File: config.mk
export PLATFORM = sky130hd
export DESIGN_NAME = srq_status_core
export DESIGN_NICKNAME = d
export VERILOG_FILES = /design/src/rtl/srq_pkg.sv /design/src/rtl/srq_status_assemble.sv /design/src/rtl/srq_enable_reg.sv /design/src/rtl/srq_edge_detect.sv /design/src/rtl/srq_request_fsm.sv /design/src/rtl/srq_status_core.sv
export SDC_FILE = /design/constraint.sdc
export NUM_CORES = 1
export LEC_CHECK = 0
export BUFFER_PORTS_ARGS = -buffer_cell sky130_fd_sc_hd__buf_4
export CAP_MARGIN = 20
export CORE_AREA = 8 8 45 47
export DETAILED_ROUTE_END_ITERATION = 8
export DIE_AREA = 0 0 53 55
export PLACE_DENSITY = 0.72
export REMOVE_ABC_BUFFERS = 1
export SYNTH_ARGS = -nofsm -noshare
export SYNTH_HDL_FRONTEND = slang
export SYNTH_SLANG_ARGS = --single-unit
File: constraint.sdc
create_clock -name clk -period 2.1 [get_ports clk]
set_input_delay 0.42 -clock clk [delete_from_list [all_inputs] [get_ports clk]]
set_output_delay 0.42 -clock clk [all_outputs]
set_load 0.01 [all_outputs]
File: src/rtl/srq_pkg.sv
package srq_pkg;
    localparam int SB_W     = 8;
    localparam int BIT_MSS  = 6;
    localparam int BIT_HI   = 5;
    localparam int BIT_MAV  = 4;
    localparam int BIT_LO   = 0;
    localparam logic [SB_W-1:0] SRC_MASK =
        SB_W'((1 << BIT_HI) | (1 << BIT_MAV) | (1 << BIT_LO));

    typedef enum logic {
        REQ_IDLE    = 1'b0,
        REQ_PENDING = 1'b1
    } req_state_t;
endpackage

File: src/rtl/srq_status_assemble.sv
module srq_status_assemble
    import srq_pkg::*;
#(
    parameter int W = SB_W
) (
    input  logic         hi_i,
    input  logic         mav_i,
    input  logic         lo_i,
    input  logic [W-1:0] en_i,
    output logic [W-1:0] src_o,
    output logic         mss_o
);
    always_comb begin
        src_o         = '0;
        src_o[BIT_HI]  = hi_i;
        src_o[BIT_MAV] = mav_i;
        src_o[BIT_LO]  = lo_i;
    end

    // summary over source bits only; the summary position itself is masked out
    assign mss_o = |(src_o & en_i & SRC_MASK);
endmodule

File: src/rtl/srq_enable_reg.sv
module srq_enable_reg
    import srq_pkg::*;
#(
    parameter int W = SB_W
) (
    input  logic         clk,
    input  logic         rst_n,
    input  logic         wr_i,
    input  logic [W-1:0] wdata_i,
    output logic [W-1:0] en_o
);
    always_ff @(posedge clk or negedge rst_n) begin
        if (!rst_n)
            en_o <= '0;
        else if (wr_i)
            en_o <= wdata_i & SRC_MASK;
    end
endmodule

File: src/rtl/srq_edge_detect.sv
module srq_edge_detect
    import srq_pkg::*;
#(
    parameter int W = SB_W
) (
    input  logic         clk,
    input  logic         rst_n,
    input  logic [W-1:0] src_i,
    input  logic [W-1:0] en_i,
    output logic         rise_o
);
    logic [W-1:0] prev_q;
    logic [W-1:0] rise_vec;

    for (genvar b = 0; b < W; b++) begin : g_bit
        if (SRC_MASK[b]) begin : g_src
            always_ff @(posedge clk or negedge rst_n) begin
                if (!rst_n)
                    prev_q[b] <= 1'b0;
                else
                    prev_q[b] <= src_i[b];
            end
            assign rise_vec[b] = src_i[b] & ~prev_q[b] & en_i[b];
        end else begin : g_none
            assign prev_q[b]   = 1'b0;
            assign rise_vec[b] = 1'b0;
        end
    end

    assign rise_o = |rise_vec;
endmodule

File: src/rtl/srq_request_fsm.sv
module srq_request_fsm
    import srq_pkg::*;
(
    input  logic clk,
    input  logic rst_n,
    input  logic rise_i,
    input  logic poll_rd_i,
    output logic srq_o
);
    req_state_t state_q, state_d;

    always_ff @(posedge clk or negedge rst_n) begin
        if (!rst_n)
            state_q <= REQ_IDLE;
        else
            state_q <= state_d;
    end

    always_comb begin
        state_d = state_q;
        unique case (state_q)
            REQ_IDLE:    if (rise_i) state_d = REQ_PENDING;               // RAISE
            REQ_PENDING: if (poll_rd_i && !rise_i) state_d = REQ_IDLE;    // POLL_CLEAR / HOLD
            default:     state_d = REQ_IDLE;
        endcase
    end

    // the request is visible in the same cycle as the edge
    always_comb begin
        srq_o = (state_q == REQ_PENDING) || rise_i;
    end
endmodule

File: src/rtl/srq_status_core.sv
module srq_status_core
    import srq_pkg::*;
(
    input  logic       clk,
    input  logic       rst_n,
    input  logic       evt_hi_i,
    input  logic       queue_nonempty_i,
    input  logic       evt_lo_i,
    input  logic       en_wr_i,
    input  logic [7:0] en_wdata_i,
    output logic [7:0] enable_q,
    output logic [7:0] status_byte,
    input  logic       poll_rd_i,
    output logic [7:0] poll_byte,
    output logic       srq_o
);
    logic [SB_W-1:0] src;
    logic            mss;
    logic            rise;

    srq_enable_reg #(.W(SB_W)) u_en (
        .clk(clk), .rst_n(rst_n), .wr_i(en_wr_i), .wdata_i(en_wdata_i), .en_o(enable_q)
    );

    srq_status_assemble #(.W(SB_W)) u_asm (
        .hi_i(evt_hi_i), .mav_i(queue_nonempty_i), .lo_i(evt_lo_i),
        .en_i(enable_q), .src_o(src), .mss_o(mss)
    );

    srq_edge_detect #(.W(SB_W)) u_edge (
        .clk(clk), .rst_n(rst_n), .src_i(src), .en_i(enable_q), .rise_o(rise)
    );

    srq_request_fsm u_fsm (
        .clk(clk), .rst_n(rst_n), .rise_i(rise), .poll_rd_i(poll_rd_i), .srq_o(srq_o)
    );

    always_comb begin
        status_byte          = src;
        status_byte[BIT_MSS] = mss;
        poll_byte            = src;
        poll_byte[BIT_MSS]   = srq_o;
    end
endmodule

==> results.toml, run 1 <==
[worst_setup_path]
worstPathCellList = "nand2_1 -> o2111ai_1 -> buf_4"
cp.required_ns = 1.68
start_kind = "register"
critPathCaptureType = "output pin"
cp.arrival_ns = 1.12
cp_max_fo = 3
slowest_stage = "dfrtp_1"
path_class = "register to output pin"
max_stage_delay_ns = 0.36
ff2ff_setup_slack_ns = 1.31

[sta]
min_period_over_period_pct = 73.3
setup_viol = 0
whs_ns = 0.299
setup-tns-final_ns = 0
timing_hold_violations_final = 0
min_period_ns = 1.54
rsz0062_at_grt = "false"
maxSlewViolCount = 0
fin_skew_ns = 0.00799
max_freq_mhz = 650

[drt]
antenna_left = 0
num_vias = 276
first_pass_iters = 1
vias_per_cell = 3.68
wl_per_cell_um = 11.9
drt_iter0_markers = 0
finalWirelength_um = 893
drc = 0

[clock_tree]
cts.sinks = 7
cts_buffers = 3
clockBufferDepth = 2
htreeDepth = 1
worstSkewPairLatency_ns = 0.25
cts_root_buffer = "clkbuf_4"
cts_tree = "built"
cts_setup_buffers = 0
clkSlewWorstSetupHoldPaths_ns = 0.05

[pwr]
power.share.clock_pct = 32.7
netSwitchingFraction_pct = 27.7
p_leak_nw = 0.279
p_comb_share_pct = 25.5
vdd_drop_max_v = 0.000345
internal-power_mw = 0.267
power_density_mw_per_mm2 = 697
seq_power_share_pct = 41.8
p_sw_mw = 0.103

[global_routing]
antenna_found_initial = 0
grt_max_degree = 8
grt_overflow = 0
grt_pass1_wl_mm = 1.20
grt_pass1_vias = 276
grt_usage_pct = 5.83

[placed_design]
gp_congestion = 0.648
hpwl_um = 783
portBuffers = 21

[logic_synthesis]
synth_xor_area_share_pct = 0
ys_ff_latch = 7
synth_top_family_by_area = "buffers and inverters"
synth_area_sq_um = 429
yosysSeqAreaShare_pct = 40.8
syn_inst = 42
synth_compound_area_share_pct = 4.08
synthSimpleGateAreaFrac_pct = 8.75
avgSynthCellArea_sq_um = 10.2
muxShareOfSynthArea_pct = 7.87
synthAdderAreaFrac_pct = 0
yosysWarnings = 0
yosys.cell_types.count = 10

[die]
die_x_um = 53
pin_count = 40
initial_core_util_pct = 31.0
die_h_um = 55
rows = 14
design.die.area_sq_mm = 0.00292
coreArea_sq_mm = 0.00138

[worst_hold_path]
min_path_type = "primary input to register"

[job]
drv_cap = 0

[finish]
diodes = 0
fin_nets = 75
synthToLayoutAreaGrowth_pct = 23.6
drive_gt1_share_pct = 45.8
nFillCells = 155
regArea_sq_um = 175
post-route-util_pct = 38.3
multi_input_comb_area_sq_um = 138

[run_status]
status = "finished clean"
[placed cells by master (no fill, tap or decap), drive strengths merged, types with 2 or more instances in the layout]
cell,instances
buf,21
conb,13
dfrtp,7
clkbuf,4
nand2,3
mux2,3
nand3b,2
o2111ai,2
[power groups by stage]
stage	sequential [mW]	combinational [mW]	clock (mW)
finish	0.155	0.0943	0.121
global route	0.156	0.102	0.139
CTS	0.155	0.0952	0.125
detailed placement	0.157	0.0936	0
global placement	0.156	0.0925	0
floorplan	0.158	0.0331	0
[worst paths after layout]
kind / start / to / depth (start not counted)
worst min register to register: u_fsm.state_q$_DFF_PN0_ / u_fsm.state_q$_DFF_PN0_ / 2
worst max register to register: u_en.en_o[4]$_DFFE_PN0P_ / u_en.en_o[4]$_DFFE_PN0P_ / 1
min in group asynchronous: rst_n / u_fsm.state_q$_DFF_PN0_ / 2
worst min-delay path: evt_lo_i / u_edge.prev_q[0]$_DFF_PN0_ / 1
max in group asynchronous: rst_n / u_en.en_o[5]$_DFFE_PN0P_ / 2
worst max-delay path: u_en.en_o[0]$_DFFE_PN0P_ / poll_byte[6] / 3
[layout make-up]
type                    count  share of cell area, %
well taps                  16                   3.77
clock buffers               4                   4.95
flip-flops and latches      7                   33.0
inverters                   1                  0.708
multi-input cells          25                   25.9
repair buffers             22                   31.6
[cells in the mapped netlist]
master	count	area, sq um
nand2_1	3	11.3
o2111ai_1	2	17.5
dfrtp_1	7	175
conb_1	1	3.75
nand2b_1	1	6.26
buf_4	21	158
mux2_2	3	33.8
nand3_1	1	5.00
nand3b_1	2	15.0
inv_1	1	3.75
[per-stage QoR]
| stage | cells | setup WS (ns) | cell area (sq um) | total power [mW] |
|---|---|---|---|---|
| floorplan | 33 | 0.788 | 317 | 0.191 |
| global placement | 70 | 0.684 | 494 | 0.249 |
| detailed placement | 70 | 0.656 | 494 | 0.251 |
| CTS | 75 | 0.536 | 531 | 0.375 |
| global route | 75 | 0.478 | 531 | 0.397 |
| finish | 75 | 0.561 | 531 | 0.370 |
[routing by layer]
metal / up-vias / routed length (um) / GRT usage, % / part of all wire [%]
li1: 135 / - / - / -
met1: 126 / 257 / 4.79 / 29
met2: 15 / 509 / 10.2 / 57
met3: 0 / 127 / 6.15 / 14
met4: 0 / 0 / 0 / 0
met5: - / 0 / 0 / 0
[kinds of logic after synthesis]
family,count (synthesis)
AOI/OAI and AO/OA,2
buffers and inverters,22
DFF,7
muxes,3
other,1
and+or+nand+nor,7
[worst max-delay path, delay by kind of cell, from the launching register on]
family | cells | cell delay, ns
buffers and inverters | 1 | 0.17
DFF | 1 | 0.36
AOI/OAI and AO/OA | 1 | 0.25
and+or+nand+nor | 1 | 0.10
[timing repair]
action	CTS	global route
hold endpoints to repair	7	0
gates resized for setup	0	0
endpoints found under the setup margin	0	0
hold buffers	1	0
[flip-flops by register name (all words and copies together), names as in the netlist]
signal         flops
u_edge.prev_q      3
u_en.en_o          3
u_fsm.state_q      1
No activity file was read; power rests on OpenSTA's default activity.
==> run 2, diff against run 1 <==
--- a/config.mk
+++ b/config.mk
@@ -7,9 +7,9 @@
 export LEC_CHECK = 0
 export BUFFER_PORTS_ARGS = -buffer_cell sky130_fd_sc_hd__buf_4
 export CAP_MARGIN = 20
-export CORE_AREA = 8 8 45 47
+export CORE_MARGIN = 8
+export CORE_UTILIZATION = 31
 export DETAILED_ROUTE_END_ITERATION = 8
-export DIE_AREA = 0 0 53 55
 export PLACE_DENSITY = 0.72
 export REMOVE_ABC_BUFFERS = 1
 export SYNTH_ARGS = -nofsm -noshare
==> constraint.sdc (replaced) <==
create_clock -name clk -period 1.41 [get_ports clk]
set_input_delay 0.282 -clock clk [delete_from_list [all_inputs] [get_ports clk]]
set_output_delay 0.282 -clock clk [all_outputs]
set_load 0.01 [all_outputs]
==> run 2 against run 1 <==
Die area is 2.9% lower. Setup slack worse by 0.49 ns. Combinational power is 63% higher. Routed wire length is 2.8% higher. Clock power is 51% higher. Design area is 3.8% higher. Flip-flop and latch count stayed put. Critical path type unchanged. Critical endpoint unchanged. Largest power group unchanged.
==> results.toml, run 2 (synthesis results as in run 1) <==
[pwr]
p_leak_nw = 0.291
p_total_mw = 0.565
power.share.clock_pct = 32.3
power_density_mw_per_mm2 = 1030
p_sw_mw = 0.158
internal-power_mw = 0.407
vdd_drop_max_v = 0.000392
seq_power_share_pct = 40.4
netSwitchingFraction_pct = 27.9
p_comb_share_pct = 27.3

[clock_tree]
worstSkewPairLatency_ns = 0.25
cts.sinks = 7
cts_root_buffer = "clkbuf_4"
cts_buffers = 3
htreeDepth = 1
clkSlewWorstSetupHoldPaths_ns = 0.05
clockBufferDepth = 2
cts_tree = "built"

[drt]
antenna_left = 0
drt_iter0_markers = 0
vias_per_cell = 3.88
first_pass_iters = 1
finalWirelength_um = 918
num_vias = 295
wl_per_cell_um = 12.1
drc = 0

[worst_setup_path]
reg2regPathDepth = 2
critPathTopFamily = "flip-flops"
critPathCaptureType = "output pin"
cp-startpoint = "u_en.en_o[5]$_DFFE_PN0P_"
worst_r2r_endpoint = "u_en.en_o[5]$_DFFE_PN0P_"
worstPathCellList = "nand3b_1 -> o2111ai_2 -> buf_4"
ff2ff_setup_slack_ns = 0.51
cp_max_fo = 3
slowest_stage = "dfrtp_1"
rr_startpoint = "u_en.en_o[5]$_DFFE_PN0P_"
crit_buf_inv = 1
max_stage_delay_ns = 0.39
path_class = "register to output pin"
start_kind = "register"
cp.required_ns = 1.13
cp.arrival_ns = 1.06

[finish]
stdcell_count = 76
diodes = 0
nFillCells = 142
final_cell_mix = "buf_4, conb_1, dfrtp_1"
fin_nets = 77
largestRegisters = "u_edge.prev_q (3), u_en.en_o (3), u_fsm.state_q (1)"
synthToLayoutAreaGrowth_pct = 28.3
drive_gt1_share_pct = 49.2
regArea_sq_um = 175
layout_commonest_cell = "buf_4"
multi_input_comb_area_sq_um = 144

[die]
die_h_um = 53.2
rows = 13
design.die.area_sq_mm = 0.00283
coreArea_sq_mm = 0.00130
pin_count = 40
die_x_um = 53.2
initial_core_util_pct = 33.0

[worst_hold_path]
hold_depth = 1
whs_endpoint = "u_edge.prev_q[0]$_DFF_PN0_"
min_path_type = "primary input to register"
min-delay-start = "evt_lo_i"

[job]
drv_cap = 0

[sta]
worst_slack_ns = 0.0691
min_period_over_period_pct = 95.1
fin_skew_ns = 0.000244
setup-tns-final_ns = 0
maxSlewViolCount = 0
min_period_ns = 1.34
max_freq_mhz = 746
setup_viol = 0
timing_hold_violations_final = 0
rsz0062_at_grt = "true"

[global_routing]
grt_overflow = 0
grt_usage_pct = 6.52
grt_pass1_vias = 301
grt_pass1_wl_mm = 1.32
antenna_found_initial = 0
grt_max_degree = 8

[placed_design]
portBuffers = 21
pre_cts_ws_ns = 0.270
hpwl_um = 766
gp_congestion = 0.690
dpl.cell_count = 69

[run_status]
status = "finished clean"
-- run 2: changes by cell type in the layout (fill, tap and decap cells not counted), sizes merged --
cell	before	now
buf	21	23
-- run 2: worst max-delay path by stage --
| stage | cells after the start | to |
|---|---|---|
| after CTS | 3 | poll_byte[6] |
| after global placement | 4 | poll_byte[6] |
| final | 3 | poll_byte[6] |
| after floorplan | 2 | poll_byte[6] |
| after detailed placement | 4 | poll_byte[6] |
| after global routing | 3 | srq_o |
-- run 2: layout make-up --
type | count | area share [%]
clock buffer | 4 | 4.77
inverter | 1 | 0.682
multi-input combinational | 25 | 26.1
sequential | 7 | 31.8
tap | 15 | 3.41
timing repair buffer | 24 | 33.2
-- run 2: timing repair --
action,in CTS,in global routing
pin swaps,0,2
endpoints found under the setup margin,2,2
hold endpoints to repair,7,0
hold buffers,1,0
gates resized for setup,1,0
setup buffers,0,2
-- run 2: power by group through the flow --
stage | logic (mW) | clock network, mW | registers [mW]
2_1_floorplan | 0.0493 | 0 | 0.236
3_3_place_gp | 0.137 | 0 | 0.233
3_5_place_dp | 0.140 | 0 | 0.234
4_1_cts | 0.146 | 0.195 | 0.230
5_1_grt | 0.170 | 0.209 | 0.231
6_report | 0.154 | 0.183 | 0.228
-- run 2: layer usage --
layer | share of wire (%) | global-route usage [%]
met5 | 0 | 0
met2 | 45 | 9.96
met1 | 33 | 6.26
met3 | 21 | 3.08
met4 | 0 | 6.30
-- run 2: worst register-to-register path, delay by kind of cell (launching register included) --
family | cells | cell delay, ns
buf+inv | 1 | 0.14
flops | 1 | 0.39
mux | 1 | 0.25
-- run 2: per-stage QoR --
stage               hold WS (ns)  util, %  instance area [sq um]
floorplan                -0.0136        -                    317
global placement          0.0967     37.9                    493
detailed placement        0.0993     37.9                    493
CTS                        0.154     41.2                    536
global route               0.157     42.3                    551
finish                     0.167     42.3                    551
